$ cat src/rtl/pa_bias_pkg.sv
package pa_bias_pkg;

   typedef enum logic [2:0] {
      ST_RAMP     = 3'd0,
      ST_LOAD     = 3'd1,
      ST_READY    = 3'd2,
      ST_PA_CLAMP = 3'd3,
      ST_DRIVE    = 3'd4,
      ST_SD_CLAMP = 3'd5,
      ST_SD_PAOFF = 3'd6,
      ST_SD_TRACK = 3'd7
   } seq_state_e;

   typedef struct packed {
      logic load_req;
      logic clamp_hold;
      logic bias_on_dac;
      logic amp_en;
   } seq_ctrl_t;

endpackage

$ cat src/rtl/pa_bias_hold_timer.sv
module pa_bias_hold_timer #(
   parameter int HOLD_CYCLES = 4
) (
   input  logic clk,
   input  logic rst_n,
   input  logic run,
   output logic done
);
   localparam int CW = (HOLD_CYCLES > 1) ? $clog2(HOLD_CYCLES) : 1;
   localparam logic [CW-1:0] LAST = CW'(HOLD_CYCLES - 1);

   logic [CW-1:0] cnt_q;

   assign done = run && (cnt_q == LAST);

   always_ff @(posedge clk or negedge rst_n) begin
      if (!rst_n)       cnt_q <= '0;
      else if (!run)    cnt_q <= '0;
      else if (!done)   cnt_q <= cnt_q + CW'(1);
   end

   // The counter never passes its terminal value while the window is open
   assert_cnt_bounded_R7: assert property (@(posedge clk) disable iff (!rst_n)
      cnt_q <= LAST);

endmodule

$ cat src/rtl/pa_bias_fsm.sv
module pa_bias_fsm
   import pa_bias_pkg::*;
(
   input  logic       clk,
   input  logic       rst_n,
   input  logic       supply_ok,
   input  logic       load_done,
   input  logic       drive_en,
   input  logic       alarm,
   input  logic       hold_done,
   output seq_state_e state,
   output seq_state_e next_state
);
   logic fault;
   logic low_seen_q;
   logic in_shutdown;

   assign fault       = alarm || !supply_ok;
   assign in_shutdown = (state == ST_SD_CLAMP) || (state == ST_SD_PAOFF) ||
                        (state == ST_SD_TRACK);

   always_comb begin
      next_state = state;
      unique case (state)
         ST_RAMP:     if (supply_ok && !alarm) next_state = ST_LOAD;
         ST_LOAD:     if (fault) next_state = ST_SD_CLAMP;
                      else if (load_done) next_state = ST_READY;
         ST_READY:    if (fault) next_state = ST_SD_CLAMP;
                      else next_state = ST_PA_CLAMP;
         ST_PA_CLAMP: if (fault) next_state = ST_SD_CLAMP;
                      else if (drive_en) next_state = ST_DRIVE;
         ST_DRIVE:    if (fault) next_state = ST_SD_CLAMP;
                      else if (!drive_en) next_state = ST_PA_CLAMP;
         ST_SD_CLAMP: if (hold_done) next_state = ST_SD_PAOFF;
         ST_SD_PAOFF: next_state = ST_SD_TRACK;
         ST_SD_TRACK: if (low_seen_q && supply_ok && !alarm) next_state = ST_RAMP;
         default:     next_state = ST_RAMP;
      endcase
   end

   always_ff @(posedge clk or negedge rst_n) begin
      if (!rst_n) begin
         state      <= ST_RAMP;
         low_seen_q <= 1'b0;
      end else begin
         state <= next_state;
         if (!in_shutdown)    low_seen_q <= 1'b0;
         else if (!supply_ok) low_seen_q <= 1'b1;
      end
   end

   // Drain switch-off step only follows the clamp hold window
   assert_paoff_after_hold_R7: assert property (@(posedge clk) disable iff (!rst_n)
      (state == ST_SD_PAOFF) |-> ($past(state) == ST_SD_CLAMP));

   // Restart out of tracking only on good supply and clear alarm
   assert_restart_clean_R9: assert property (@(posedge clk) disable iff (!rst_n)
      ((state == ST_RAMP) && ($past(state) == ST_SD_TRACK)) |->
         ($past(supply_ok) && !$past(alarm)));

   // A fault outside ramp and shutdown always leads into shutdown
   assert_fault_enters_sd_R6: assert property (@(posedge clk) disable iff (!rst_n)
      (fault && !in_shutdown && (state != ST_RAMP)) |=> (state == ST_SD_CLAMP));

endmodule

$ cat src/rtl/pa_bias_outreg.sv
module pa_bias_outreg
   import pa_bias_pkg::*;
(
   input  logic       clk,
   input  logic       rst_n,
   input  seq_state_e next_state,
   output seq_ctrl_t  ctrl
);
   seq_ctrl_t ctrl_d;

   always_comb begin
      ctrl_d = '0;
      unique case (next_state)
         ST_RAMP, ST_SD_TRACK: ctrl_d = '0;
         ST_LOAD:     begin ctrl_d.load_req = 1'b1; ctrl_d.clamp_hold = 1'b1; end
         ST_READY:    ctrl_d.clamp_hold = 1'b1;
         ST_PA_CLAMP: begin ctrl_d.clamp_hold = 1'b1; ctrl_d.amp_en = 1'b1; end
         ST_DRIVE:    begin
            ctrl_d.clamp_hold  = 1'b1;
            ctrl_d.bias_on_dac = 1'b1;
            ctrl_d.amp_en      = 1'b1;
         end
         ST_SD_CLAMP: begin ctrl_d.clamp_hold = 1'b1; ctrl_d.amp_en = ctrl.amp_en; end
         ST_SD_PAOFF: ctrl_d.clamp_hold = 1'b1;
         default:     ctrl_d = '0;
      endcase
   end

   always_ff @(posedge clk or negedge rst_n) begin
      if (!rst_n) ctrl <= '0;
      else        ctrl <= ctrl_d;
   end

   // DAC path only with drain enabled and clamp held
   assert_dac_needs_pa_R4: assert property (@(posedge clk) disable iff (!rst_n)
      ctrl.bias_on_dac |-> (ctrl.amp_en && ctrl.clamp_hold));

   // Drain enable rises only with the gate on the clamp
   assert_pa_rise_on_clamp_R3: assert property (@(posedge clk) disable iff (!rst_n)
      $rose(ctrl.amp_en) |-> (!ctrl.bias_on_dac && !$past(ctrl.bias_on_dac)));

   // Drain enable never drops straight from the DAC
   assert_pa_fall_after_clamp_R7: assert property (@(posedge clk) disable iff (!rst_n)
      $fell(ctrl.amp_en) |-> !$past(ctrl.bias_on_dac));

   // No load request while the drain may be live
   assert_load_excl_pa_R2: assert property (@(posedge clk) disable iff (!rst_n)
      ctrl.load_req |-> !ctrl.amp_en);

   // Rail tracking implies a quiet amplifier
   assert_track_quiet_R8: assert property (@(posedge clk) disable iff (!rst_n)
      !ctrl.clamp_hold |-> (!ctrl.amp_en && !ctrl.bias_on_dac && !ctrl.load_req));

endmodule

$ cat src/rtl/pa_bias_seq.sv
module pa_bias_seq
   import pa_bias_pkg::*;
#(
   parameter int HOLD_CYCLES = 4
) (
   input  logic clk,
   input  logic rst_n,
   input  logic supply_ok,
   input  logic load_done,
   input  logic drive_en,
   input  logic alarm,
   output logic load_req,
   output logic clamp_hold,
   output logic bias_on_dac,
   output logic amp_en
);
   generate
      if (HOLD_CYCLES < 1) begin : g_bad_hold
         $error("pa_bias_seq: HOLD_CYCLES must be at least 1 (R11)");
      end
   endgenerate

   seq_state_e state;
   seq_state_e next_state;
   seq_ctrl_t  ctrl;
   logic       hold_done;

   pa_bias_fsm u_fsm (
      .clk        (clk),
      .rst_n      (rst_n),
      .supply_ok  (supply_ok),
      .load_done  (load_done),
      .drive_en   (drive_en),
      .alarm      (alarm),
      .hold_done  (hold_done),
      .state      (state),
      .next_state (next_state)
   );

   pa_bias_hold_timer #(.HOLD_CYCLES(HOLD_CYCLES)) u_timer (
      .clk   (clk),
      .rst_n (rst_n),
      .run   (state == ST_SD_CLAMP),
      .done  (hold_done)
   );

   pa_bias_outreg u_out (
      .clk        (clk),
      .rst_n      (rst_n),
      .next_state (next_state),
      .ctrl       (ctrl)
   );

   assign load_req    = ctrl.load_req;
   assign clamp_hold  = ctrl.clamp_hold;
   assign bias_on_dac = ctrl.bias_on_dac;
   assign amp_en      = ctrl.amp_en;

   // Alarm pulls the gate off the DAC on the very next edge
   assert_alarm_to_clamp_R6: assert property (@(posedge clk) disable iff (!rst_n)
      (alarm && bias_on_dac) |=> !bias_on_dac);

endmodule

$ cat config.mk
export PLATFORM = sky130hd
export DESIGN_NAME = pa_bias_seq
export DESIGN_NICKNAME = d
export VERILOG_FILES = /design/src/rtl/pa_bias_pkg.sv /design/src/rtl/pa_bias_hold_timer.sv /design/src/rtl/pa_bias_fsm.sv /design/src/rtl/pa_bias_outreg.sv /design/src/rtl/pa_bias_seq.sv
export SDC_FILE = /design/constraint.sdc
export NUM_CORES = 1
export LEC_CHECK = 0
export ABC_AREA = 1
export BUFFER_PORTS_ARGS = -buffer_cell sky130_fd_sc_hd__buf_2
export CORE_UTILIZATION = 49
export CTS_CLUSTER_DIAMETER = 80
export DETAILED_ROUTE_END_ITERATION = 12
export PLACE_DENSITY = 0.73
export SYNTH_ARGS = -nofsm -noshare
export SYNTH_HDL_FRONTEND = slang
export SYNTH_SLANG_ARGS = --single-unit
$ cat constraint.sdc
create_clock -name clk -period 1.2 [get_ports clk]
set_input_delay 0.24 -clock clk [delete_from_list [all_inputs] [get_ports clk]]
set_output_delay 0.24 -clock clk [all_outputs]
set_load 0.005 [all_outputs]
; After elaboration in Yosys (flattened, before gate mapping)
; Index checks and enable logic that the tools add are counted.
[classes]
addsub = 1
n_eq_ne = 17
n_mux = 19
reduce_logical = 14
[ops]
columns = op, count
row1 = $mux 3, 10
row2 = $eq 3x3->1 const B, 8
row3 = $pmux 3 s8, 1
row4 = $eq 3x2->1 const B, 4
row5 = $eq 3x1->1 const B, 2
row6 = $logic_not 3->1, 2
row7 = $reduce_or 6->1, 1
row8 = $logic_and 1x1->1, 4
row9 = $mux 1, 4
row10 = $mux 2, 2
row11 = $ne 2x2->1 const B, 2
row12 = $pmux 1 s2, 2
row13 = $reduce_or 2->1, 2
row14 = $logic_or 1x1->1, 3
row15 = $add 2x1->2 const B, 1
row16 = $eq 2x2->1 const B, 1
row17 = $logic_not 1->1, 2
[word_totals]
ff_bits = 10
input_bits = 6
output_inout_bits = 4
wordCells = 58

; Logic depth before layout (Yosys ltp)
; Gate-level depths: netlist (run 1).
[logic_depth]
ltp_word = 7
depth_mapped = 11

; By module
; From an unflattened synthesis (run 1), not the netlist that was laid out.
[unflattened]
hier_cells = 95
hier_area_um2 = 615.6
[by_module_without_submodules]
columns = module, n_inst, cells_per_inst, area_each_um2
row1 = pa_bias_fsm, 1, 62, 344.1
row2 = pa_bias_outreg, 1, 18, 156.4
row3 = pa_bias_hold_timer, 1, 13, 105.1
row4 = pa_bias_seq, 1, 2, 10.0

; Least setup slack after synthesis (run 1)
; Ideal clock, no wire load.
[synth_timing]
kind = register to register
start = reg u_fsm.state[2]
end = reg, netlist name u_out.ctrl[2]
setup_ns = 0.125
t_arrival_ns = 1.107
path_slack_ns = -0.032
stages_incl_launch_ff = 10
n_path_buf = 1
synth_period_minus_slack_ns = 1.232
path_cell_list = dfrtp_1 buf_4 inv_2 nand3_1 nand3_1 nand2_1 nand2_2 inv_2 nand2_1 nand3_1
[synth_lines]
columns = element, line
row1 = from (decl), pa_bias_fsm.sv:11  ; output seq_state_e state,
row2 = from (signal assigned), pa_bias_fsm.sv:46  ; state <= next_state;

==> results of run 1 <==
-- what timing repair did --
| action | 4_1_cts | 5_1_grt |
|---|---|---|
| hold buffers | 1 | 0 |
| endpoints found under the setup margin | 8 | 9 |
| resized for setup | 37 | 25 |
| setup buffers | 5 | 0 |
| hold endpoints to repair | 10 | 0 |
| pin swaps | 21 | 18 |
-- cell families (layout without fill, tap and decap cells) --
group,after synthesis,after routing,synth area share (%)
AOI/OAI and AO/OA,5,5,4.54
adders and majority gates,1,1,1.74
buffers and inverters,20,53,12.0
DFF,10,10,34.9
muxes,1,1,1.40
and+or+nand+nor,67,67,45.4
-- path summary, 6_finish.rpt --
path | from | endpoint | slack, ns | cells after the start
setup / recovery | u_fsm.state[1] | u_out.ctrl[2] | -0.35 | 6
hold / removal | drive_en | u_fsm.state[2] | 0.34 | 3
setup reg to reg | u_fsm.state[1] | u_out.ctrl[2] | -0.35 | 6
hold reg to reg | u_timer.cnt_q[0] | u_timer.cnt_q[0] | 0.59 | 2
max in group asynchronous | rst_n | u_fsm.state[0] | 0.65 | 2
min in group asynchronous | rst_n | u_fsm.low_seen_q | 0.35 | 2
-- metrics by stage --
stage	instances	hold WS, ns	setup WS (ns)	util (%)	TNS (ns)
finish	152	0.337	-0.353	87.9	-1.72
global placement	142	0.108	-0.198	66.7	-0.713
detailed placement	142	0.109	-0.221	66.7	-0.925
CTS	152	0.305	-0.165	81.8	-0.728
global route	152	0.339	-0.356	87.9	-1.89
floorplan	104	-0.0556	-0.0252	-	-0.0370
-- power breakdown --
part           switching (uW)  internal [uW]
registers                 200            506
logic                    1550           1220
clock network             133            184
total                    1890           1910
-- registers in the layout, summed over array words and instances, names as in the netlist --
register          flops
u_out.ctrl            4
u_fsm.low_seen_q      1
u_fsm.state           3
u_timer.cnt_q         2
-- area by class of cell --
type                       count  area (um^2)
clock buffer                   4         36.3
fill                          63          161
inverter                      18         72.6
multi-input combinational     74          546
sequential                    10          253
tap                           15         18.8
timing repair buffer          31          246
-- placed cells by master (no fill, tap or decap), types with 2 or more instances in the layout --
cell type / n
clkbuf_4: 3
nand2_1: 14
dfrtp_2: 2
nand2_4: 5
nor2_1: 3
buf_6: 9
dfrtp_1: 8
inv_1: 10
nor2_2: 4
inv_4: 2
nand3_2: 10
inv_2: 6
nor2_4: 7
buf_2: 9
nand2_2: 14
nand4_1: 3
nand3_1: 5
buf_4: 12
-- routing by layer --
| layer | routed length (um) | up-vias |
|---|---|---|
| li1 | - | 393 |
| met1 | 1080 | 423 |
| met2 | 1330 | 58 |
| met3 | 205 | 22 |
| met4 | 146 | 0 |
| met5 | 0 | - |
-- worst register-to-register path: stages (launching register included) --
cell,delay [ns]
dfrtp_2,0.52
inv_2,0.15
nand3_2,0.11
a21boi_1,0.25
nand3_1,0.18
nand3_1,0.13
nand3_2,0.09
==> flow_metrics.env, run 1 <==
export IMPL_maxCapViolCount=0
export IMPL_nNetsFinal=145
export IMPL_criticalPathCategory="register to register"
export IMPL_clkTransAtPathRegs_ns=0.08
export IMPL_total_power_uw=3800
export IMPL_synth_edff_count=0
export IMPL_fin_skew_ns=0.00800
export IMPL_clock_sinks=10
export IMPL_worstSkewPairLatency_ns=0.27
export IMPL_required_ns=1.35
export IMPL_worst_ir_drop_vdd_mv=1.72
export IMPL_critPathMaxFanout=7
export IMPL_grt_overflow_total=0
export IMPL_max_stage_delay_ns=0.52
export IMPL_vias=896
export IMPL_finalHoldViolCount=0
export IMPL_yosys_warnings=0
export IMPL_drc=0
export IMPL_met1_usage_pct=43.2
export IMPL_slew_limit_headroom_pct=82.0
export IMPL_grt_use_met2_pct=60.1
export IMPL_htree_levels=1
export IMPL_antenna_left=0
export IMPL_tightest_slew_ns=0.270
export IMPL_first_pass_iters=4
export IMPL_critical_path_top_delay_family="flip-flops"
export IMPL_maxSlewViolCount=0
export IMPL_die_h_um=40.3
export IMPL_ys_ff_latch=10
export IMPL_initialDrtViolationCount=37
export IMPL_synth_nets=111
export IMPL_setup_viol=9
export IMPL_slowest_stage="dfrtp_2"
export IMPL_hold_path_class="primary input to register"
export IMPL_num_io_pins=10
export IMPL_gr_max_usage_layer="met2"
export IMPL_path_cells="inv_2 > nand3_2 > a21boi_1 > nand3_1 > nand3_1 > nand3_2"
export IMPL_place_gp_congestion=1.00
export IMPL_status="complete, but fails checks"
export IMPL_synth_seq_area_share_pct=34.9
export IMPL_fin_crit_sh_pct=129
export IMPL_dpl_cell_area_um2=890
export IMPL_routed_wl_um=2760
export IMPL_cts_buffers_inserted=3
export IMPL_drive_above_1_share_pct=64.2
export IMPL_period_minus_slack_ns=1.55
export IMPL_design_die_area_um2=1620
export IMPL_start_kind="register"
export IMPL_synth_flop_cell="dfrtp_1"
export IMPL_core_area_um2=1330
export IMPL_worst_path_buf_inv=1
export IMPL_die_w_um=40.3
export IMPL_clock_path_buffers=2
export IMPL_clockRootBuffer="clkbuf_4"
export IMPL_p_leak_uw=0.000629
export IMPL_routed_via_density=5.89
export IMPL_track_usage_pct=35.9
export IMPL_synthTopCellsByCount="31 x nand2_1, 14 x inv_1, 14 x nand3_1"
export IMPL_synth_most_common_cell="nand2_1"
export IMPL_wire_per_inst_um=18.1
export IMPL_grt_first_pass_wirelength_um=3710
export IMPL_port_buffers=9
export IMPL_syn_to_final_growth_pct=63.5
export IMPL_grt_setup_unrepaired="yes"
export IMPL_netlist_area_um2=717
export IMPL_synth_async_reset_ratio_pct=100
export IMPL_synth_top_cell_area_share_pct=34.9
export IMPL_max_freq_mhz=644
export IMPL_syn_avg_cell_area_um2=6.89
export IMPL_final_area_um2=1170
export IMPL_grt_max_degree=11
export IMPL_antenna_cells=0
export IMPL_antenna_found_initial=0
export IMPL_p_per_area_nw_per_um2=3240
export IMPL_rows=13
export IMPL_cp_data_arrival_time_ns=1.70
export IMPL_grt_pass1_vias=825
export IMPL_synth_area_leaders="dfrtp_1 35%, nand2_1 16%, nand3_1 9.8%, inv_1 7.3%, nor2_1 4.7%"
export IMPL_synthCells=104
export IMPL_cts_tree="yes"
export IMPL_cp_end_kind="register"
export IMPL_synth_largest_area_cell="dfrtp_1"
export IMPL_grtUsageMet3_pct=5.00
export IMPL_dp_hpwl_um=1410
export IMPL_start_util_pct=53.8
export IMPL_fin_ws_ns=-0.353
export IMPL_violations="negative setup slack"
export IMPL_synth_cell_types=22
No activity file was read; power rests on OpenSTA's default activity.
==> run 2: changes to the inputs <==
--- a/config.mk
+++ b/config.mk
@@ -11,6 +11,7 @@
 export CTS_CLUSTER_DIAMETER = 80
 export DETAILED_ROUTE_END_ITERATION = 12
 export PLACE_DENSITY = 0.73
+export REMOVE_ABC_BUFFERS = 1
 export SYNTH_ARGS = -nofsm -noshare
 export SYNTH_HDL_FRONTEND = slang
 export SYNTH_SLANG_ARGS = --single-unit
==> flow_metrics.env, run 2 (synthesis gave the netlist of run 1 again) <==
export IMPL_drive_above_1_share_pct=48.1
export IMPL_mostFrequentLayoutCells="26 x nand2_1, 13 x inv_1, 12 x buf_4, 10 x nand3_1, 9 x buf_2"
export IMPL_hold_path_class="primary input to register"
export IMPL_vias=790
export IMPL_criticalPathCategory="register to register"
export IMPL_fin_ws_ns=-0.189
export IMPL_routed_wl_um=1920
export IMPL_grt_overflow_total=0
export IMPL_clkTransAtPathRegs_ns=0.06
export IMPL_worstSkewPairLatency_ns=0.27
export IMPL_slew_limit_headroom_pct=84.0
export IMPL_die_w_um=40.3
export IMPL_htree_levels=1
export IMPL_antenna_left=0
export IMPL_routed_via_density=5.41
export IMPL_maxCapViolCount=0
export IMPL_track_usage_pct=27.7
export IMPL_clock_path_buffers=2
export IMPL_r2r_end="u_out.ctrl[0]"
export IMPL_dp_hpwl_um=1330
export IMPL_start_util_pct=53.8
export IMPL_setup_tns_ns=-0.841
export IMPL_antenna_cells=0
export IMPL_dpl_cell_area_um2=867
export IMPL_initialDrtViolationCount=17
export IMPL_cts_buffers_inserted=3
export IMPL_grt_max_degree=11
export IMPL_port_buffers=9
export IMPL_rows=13
export IMPL_setup_viol=7
export IMPL_worst_ir_drop_vdd_mv=1.71
export IMPL_antenna_found_initial=0
export IMPL_maxSlewViolCount=0
export IMPL_cp_startpoint="u_fsm.state[0]"
export IMPL_fin_skew_ns=0.00622
export IMPL_largest_register="u_out.ctrl"
export IMPL_syn_to_final_growth_pct=41.2
export IMPL_status="complete, but fails checks"
export IMPL_nFillCells=99
export IMPL_max_freq_mhz=720
export IMPL_place_gp_congestion=0.859
export IMPL_final_area_um2=1010
export IMPL_p_per_area_nw_per_um2=3020
export IMPL_violations="negative setup slack"
export IMPL_num_io_pins=10
export IMPL_nNetsFinal=140
export IMPL_first_pass_iters=4
export IMPL_drc=0
export IMPL_wire_per_inst_um=13.1
export IMPL_period_minus_slack_ns=1.39
export IMPL_r2r_slack_ns=-0.19
export IMPL_grt_pass1_vias=670
export IMPL_mostFrequentLayoutCell="nand2_1"
export IMPL_cts_tree="yes"
export IMPL_p_leak_uw=0.000557
export IMPL_cp_data_arrival_time_ns=1.54
export IMPL_utilization_pct=75.9
export IMPL_design_die_area_um2=1620
export IMPL_core_area_um2=1330
export IMPL_clockRootBuffer="clkbuf_4"
export IMPL_multi_input_area_um2=458
export IMPL_fin_crit_sh_pct=116
export IMPL_finalHoldViolCount=0
export IMPL_critPathMaxFanout=8
export IMPL_required_ns=1.35
export IMPL_cp_end_kind="register"
export IMPL_reg2regPathDepth=9
export IMPL_start_kind="register"
export IMPL_grt_setup_unrepaired="yes"
export IMPL_largest_register_ff_count=4
export IMPL_worstSetupEndpoint="u_out.ctrl[0]"
export IMPL_reg2reg_from="u_fsm.state[0]"
export IMPL_tightest_slew_ns=0.240
export IMPL_grt_first_pass_wirelength_um=2860
export IMPL_seqCellArea_um2=253
export IMPL_die_h_um=40.3
export IMPL_top_regs="u_out.ctrl (4), u_fsm.state (3), u_timer.cnt_q (2)"
export IMPL_clock_sinks=10
## run 2: worst min-delay path by stage
stage	startpoint	endpoint	slack, ns	cells past startpoint
6_report	supply_ok	u_fsm.low_seen_q	0.34	4
5_1_grt	supply_ok	u_fsm.low_seen_q	0.38	4
4_1_cts	drive_en	u_fsm.state[2]	0.32	3
3_5_place_dp	rst_n	u_timer.cnt_q[0]	0.11	1
3_3_place_gp	rst_n	u_timer.cnt_q[1]	0.11	1
2_1_floorplan	rst_n	u_fsm.low_seen_q	-0.06	0
## run 2: worst max-delay path, stage by stage, from the launching register on
cell     delay, ns
dfrtp_2       0.48
buf_6         0.15
nand2_1       0.06
nand2_1       0.06
nand2_2       0.09
inv_1         0.06
nor2_2        0.11
nand3_2       0.10
nand3_1       0.10
nand2_1       0.07
## run 2: power breakdown
part	switching, uW	total (uW)	internal [uW]
Clock	116	232	116
Combinational	1190	2140	951
Sequential	174	679	505
Total	1480	3060	1570
## run 2: area by class of cell
cell class | instances | share of cell area [%]
clock buffer | 3 | 2.22
inverter | 18 | 6.92
multi-input combinational | 74 | 45.2
sequential | 10 | 25.0
tap | 15 | 1.85
timing repair buffer | 26 | 18.8
## run 2: layer usage
metal / up-vias / share of wire (%) / track usage (%)
li1: 382 / - / -
met2: 24 / 52 / 50.0
met1: 380 / 42 / 31.7
met5: - / 0 / 0
met3: 4 / 4.2 / 7.22
met4: 0 / 1.5 / 8.33
## run 2: metrics by stage
stage               instances  hold slack, ns  power, uW  setup WS [ns]
floorplan                 102         -0.0556       1690         -0.161
global placement          140           0.107       2260         -0.192
detailed placement        140           0.113       2300         -0.220
CTS                       146           0.324       2750         -0.201
global route              146           0.377       3280         -0.264
finish                    146           0.338       3060         -0.189
## run 2: what timing repair did
item	4_1_cts	5_1_grt
gates resized for setup	9	21
hold buffers	1	0
buffers inserted	2	0
pin swaps	5	8
endpoints found under the hold margin	10	0
setup endpoints to repair	7	9
==> run 3: changes to the inputs <==
--- a/config.mk
+++ b/config.mk
@@ -6,11 +6,11 @@
 export NUM_CORES = 1
 export LEC_CHECK = 0
 export ABC_AREA = 1
-export BUFFER_PORTS_ARGS = -buffer_cell sky130_fd_sc_hd__buf_2
-export CORE_UTILIZATION = 49
+export CORE_UTILIZATION = 53
 export CTS_CLUSTER_DIAMETER = 80
 export DETAILED_ROUTE_END_ITERATION = 12
-export PLACE_DENSITY = 0.73
+export DONT_BUFFER_PORTS = 1
+export PLACE_DENSITY = 0.71
 export REMOVE_ABC_BUFFERS = 1
 export SYNTH_ARGS = -nofsm -noshare
 export SYNTH_HDL_FRONTEND = slang
==> flow_metrics.env, run 3 (synthesis gave the netlist of run 1 again) <==
export IMPL_status="complete, but fails checks"
export IMPL_violations="negative setup slack"
export IMPL_die_h_um=38.8
export IMPL_setup_viol=8
export IMPL_cts_tree="yes"
export IMPL_comb_power_share_pct=70.4
export IMPL_grt_setup_unrepaired="yes"
export IMPL_tightest_slew_ns=0.490
export IMPL_setup_tns_ns=-1.78
export IMPL_drc=0
export IMPL_netSwitchingPower_uw=1690
export IMPL_dpl_cell_area_um2=806
export IMPL_holdWs_ns=0.273
export IMPL_syn_to_final_growth_pct=41.0
export IMPL_slew_limit_headroom_pct=67.2
export IMPL_die_w_um=38.8
export IMPL_routed_wl_um=2400
export IMPL_largest_register_ff_count=4
export IMPL_max_freq_mhz=667
export IMPL_reg2regPathDepth=11
export IMPL_cp_startpoint="u_fsm.state[0]"
export IMPL_power_frac_seq_pct=20.4
export IMPL_fin_ws_ns=-0.299
export IMPL_mostFrequentLayoutCells="21 x nand2_1, 14 x buf_4, 11 x inv_1, 10 x nand2_2"
export IMPL_top_regs="u_out.ctrl (4), u_fsm.state (3), u_timer.cnt_q (2)"
export IMPL_htree_levels=1
export IMPL_period_minus_slack_ns=1.50
export IMPL_fin_skew_ns=0.00201
export IMPL_port_buffers=0
export IMPL_cp_data_arrival_time_ns=1.70
export IMPL_antenna_cells=0
export IMPL_antenna_found_initial=0
export IMPL_worst_ir_drop_vdd_mv=2.03
export IMPL_core_area_um2=1190
export IMPL_grt_max_degree=11
export IMPL_maxSlewViolCount=0
export IMPL_fin_crit_sh_pct=125
export IMPL_criticalPathCategory="register to register"
export IMPL_place_gp_congestion=0.919
export IMPL_r2r_slack_ns=-0.30
export IMPL_first_pass_iters=5
export IMPL_place_ws_ns=-0.294
export IMPL_clock_path_buffers=2
export IMPL_grt_pass1_vias=689
export IMPL_final_area_um2=1010
export IMPL_clockRootBuffer="clkbuf_4"
export IMPL_total_power_uw=3400
export IMPL_cp_end_kind="register"
export IMPL_clockPowerShare_pct=9.3
export IMPL_worstHoldPathCells=3
export IMPL_num_io_pins=10
export IMPL_swShare_pct=49.7
export IMPL_reg2reg_from="u_fsm.state[0]"
export IMPL_antenna_left=0
export IMPL_design_die_area_um2=1500
export IMPL_p_leak_uw=0.000537
export IMPL_initialDrtViolationCount=74
export IMPL_grt_first_pass_wirelength_um=2990
export IMPL_start_util_pct=60.4
export IMPL_routed_via_density=6.04
export IMPL_worstSkewPairLatency_ns=0.27
export IMPL_maxCapViolCount=0
export IMPL_min_to="u_out.ctrl[3]"
export IMPL_worst_hold_startpoint="drive_en"
export IMPL_rows=12
export IMPL_r2r_end="u_out.ctrl[3]"
export IMPL_nNetsFinal=132
export IMPL_p_per_area_nw_per_um2=3360
export IMPL_start_kind="register"
export IMPL_clkTransAtPathRegs_ns=0.07
export IMPL_largest_register="u_out.ctrl"
export IMPL_hold_path_class="primary input to register"
export IMPL_cts_buffers_inserted=3
export IMPL_finalHoldViolCount=0
export IMPL_vias=834
export IMPL_mostFrequentLayoutCell="nand2_1"
export IMPL_required_ns=1.40
export IMPL_internal_power_uw=1710
export IMPL_dp_hpwl_um=1260
export IMPL_drive_above_1_share_pct=50.0
export IMPL_grt_overflow_total=0
export IMPL_clock_sinks=10
export IMPL_track_usage_pct=29.8
export IMPL_wire_per_inst_um=17.4
export IMPL_critPathMaxFanout=8
[run 3: worst max path at each step]
| stage | cells past startpoint | slack, ns | to |
|---|---|---|---|
| 4_1_cts | 8 | -0.19 | u_out.ctrl[0] |
| 3_3_place_gp | 9 | -0.23 | u_out.ctrl[2] |
| 5_1_grt | 10 | -0.34 | u_out.ctrl[2] |
| 3_5_place_dp | 9 | -0.29 | u_out.ctrl[2] |
| 6_report | 11 | -0.30 | u_out.ctrl[3] |
| 2_1_floorplan | 9 | -0.16 | u_out.ctrl[0] |
[run 3: routing by layer]
metal | GRT usage (%) | vias to the layer above | wire (um)
li1 | - | 368 | -
met1 | 34.9 | 395 | 891
met2 | 53.8 | 63 | 1230
met3 | 9.83 | 8 | 221
met4 | 3.45 | 0 | 57
met5 | 0 | - | 0
[run 3: timing repair]
| action | CTS | global route |
|---|---|---|
| pin swaps | 10 | 14 |
| setup buffers | 4 | 1 |
| hold buffers | 1 | 0 |
| setup endpoints to repair | 8 | 9 |
| resized for setup | 8 | 29 |
| endpoints found under the hold margin | 10 | 0 |
| gates cloned | 0 | 0 |
[run 3: power groups by stage]
stage	registers [uW]	logic, uW	clock network [uW]
floorplan	660	1030	0
global placement	659	1550	0
detailed placement	665	1600	0
CTS	663	1770	309
global route	712	2530	319
finish	693	2390	314
[run 3: critical path, stage by stage (launching register included)]
cell	delay (ns)
dfrtp_2	0.50
buf_6	0.13
nand2_2	0.05
inv_2	0.05
nand2_2	0.07
nand2_4	0.11
inv_4	0.06
nor2_4	0.11
nand2_4	0.09
inv_2	0.07
nand2_2	0.06
nor2_1	0.12
[run 3: layout make-up]
type	instances	area [um^2]
clock buffer	4	36.3
fill	60	175
inverter	18	70.1
multi-input combinational	74	485
sequential	10	253
tap	14	17.5
timing repair buffer	18	149
[run 3: through the flow]
stage | instances | utilization (%)
after CTS | 137 | 76.1
after floorplan | 102 | -
final | 138 | 85.2
after global placement | 128 | 67.9
after global routing | 138 | 85.2
after detailed placement | 128 | 67.9
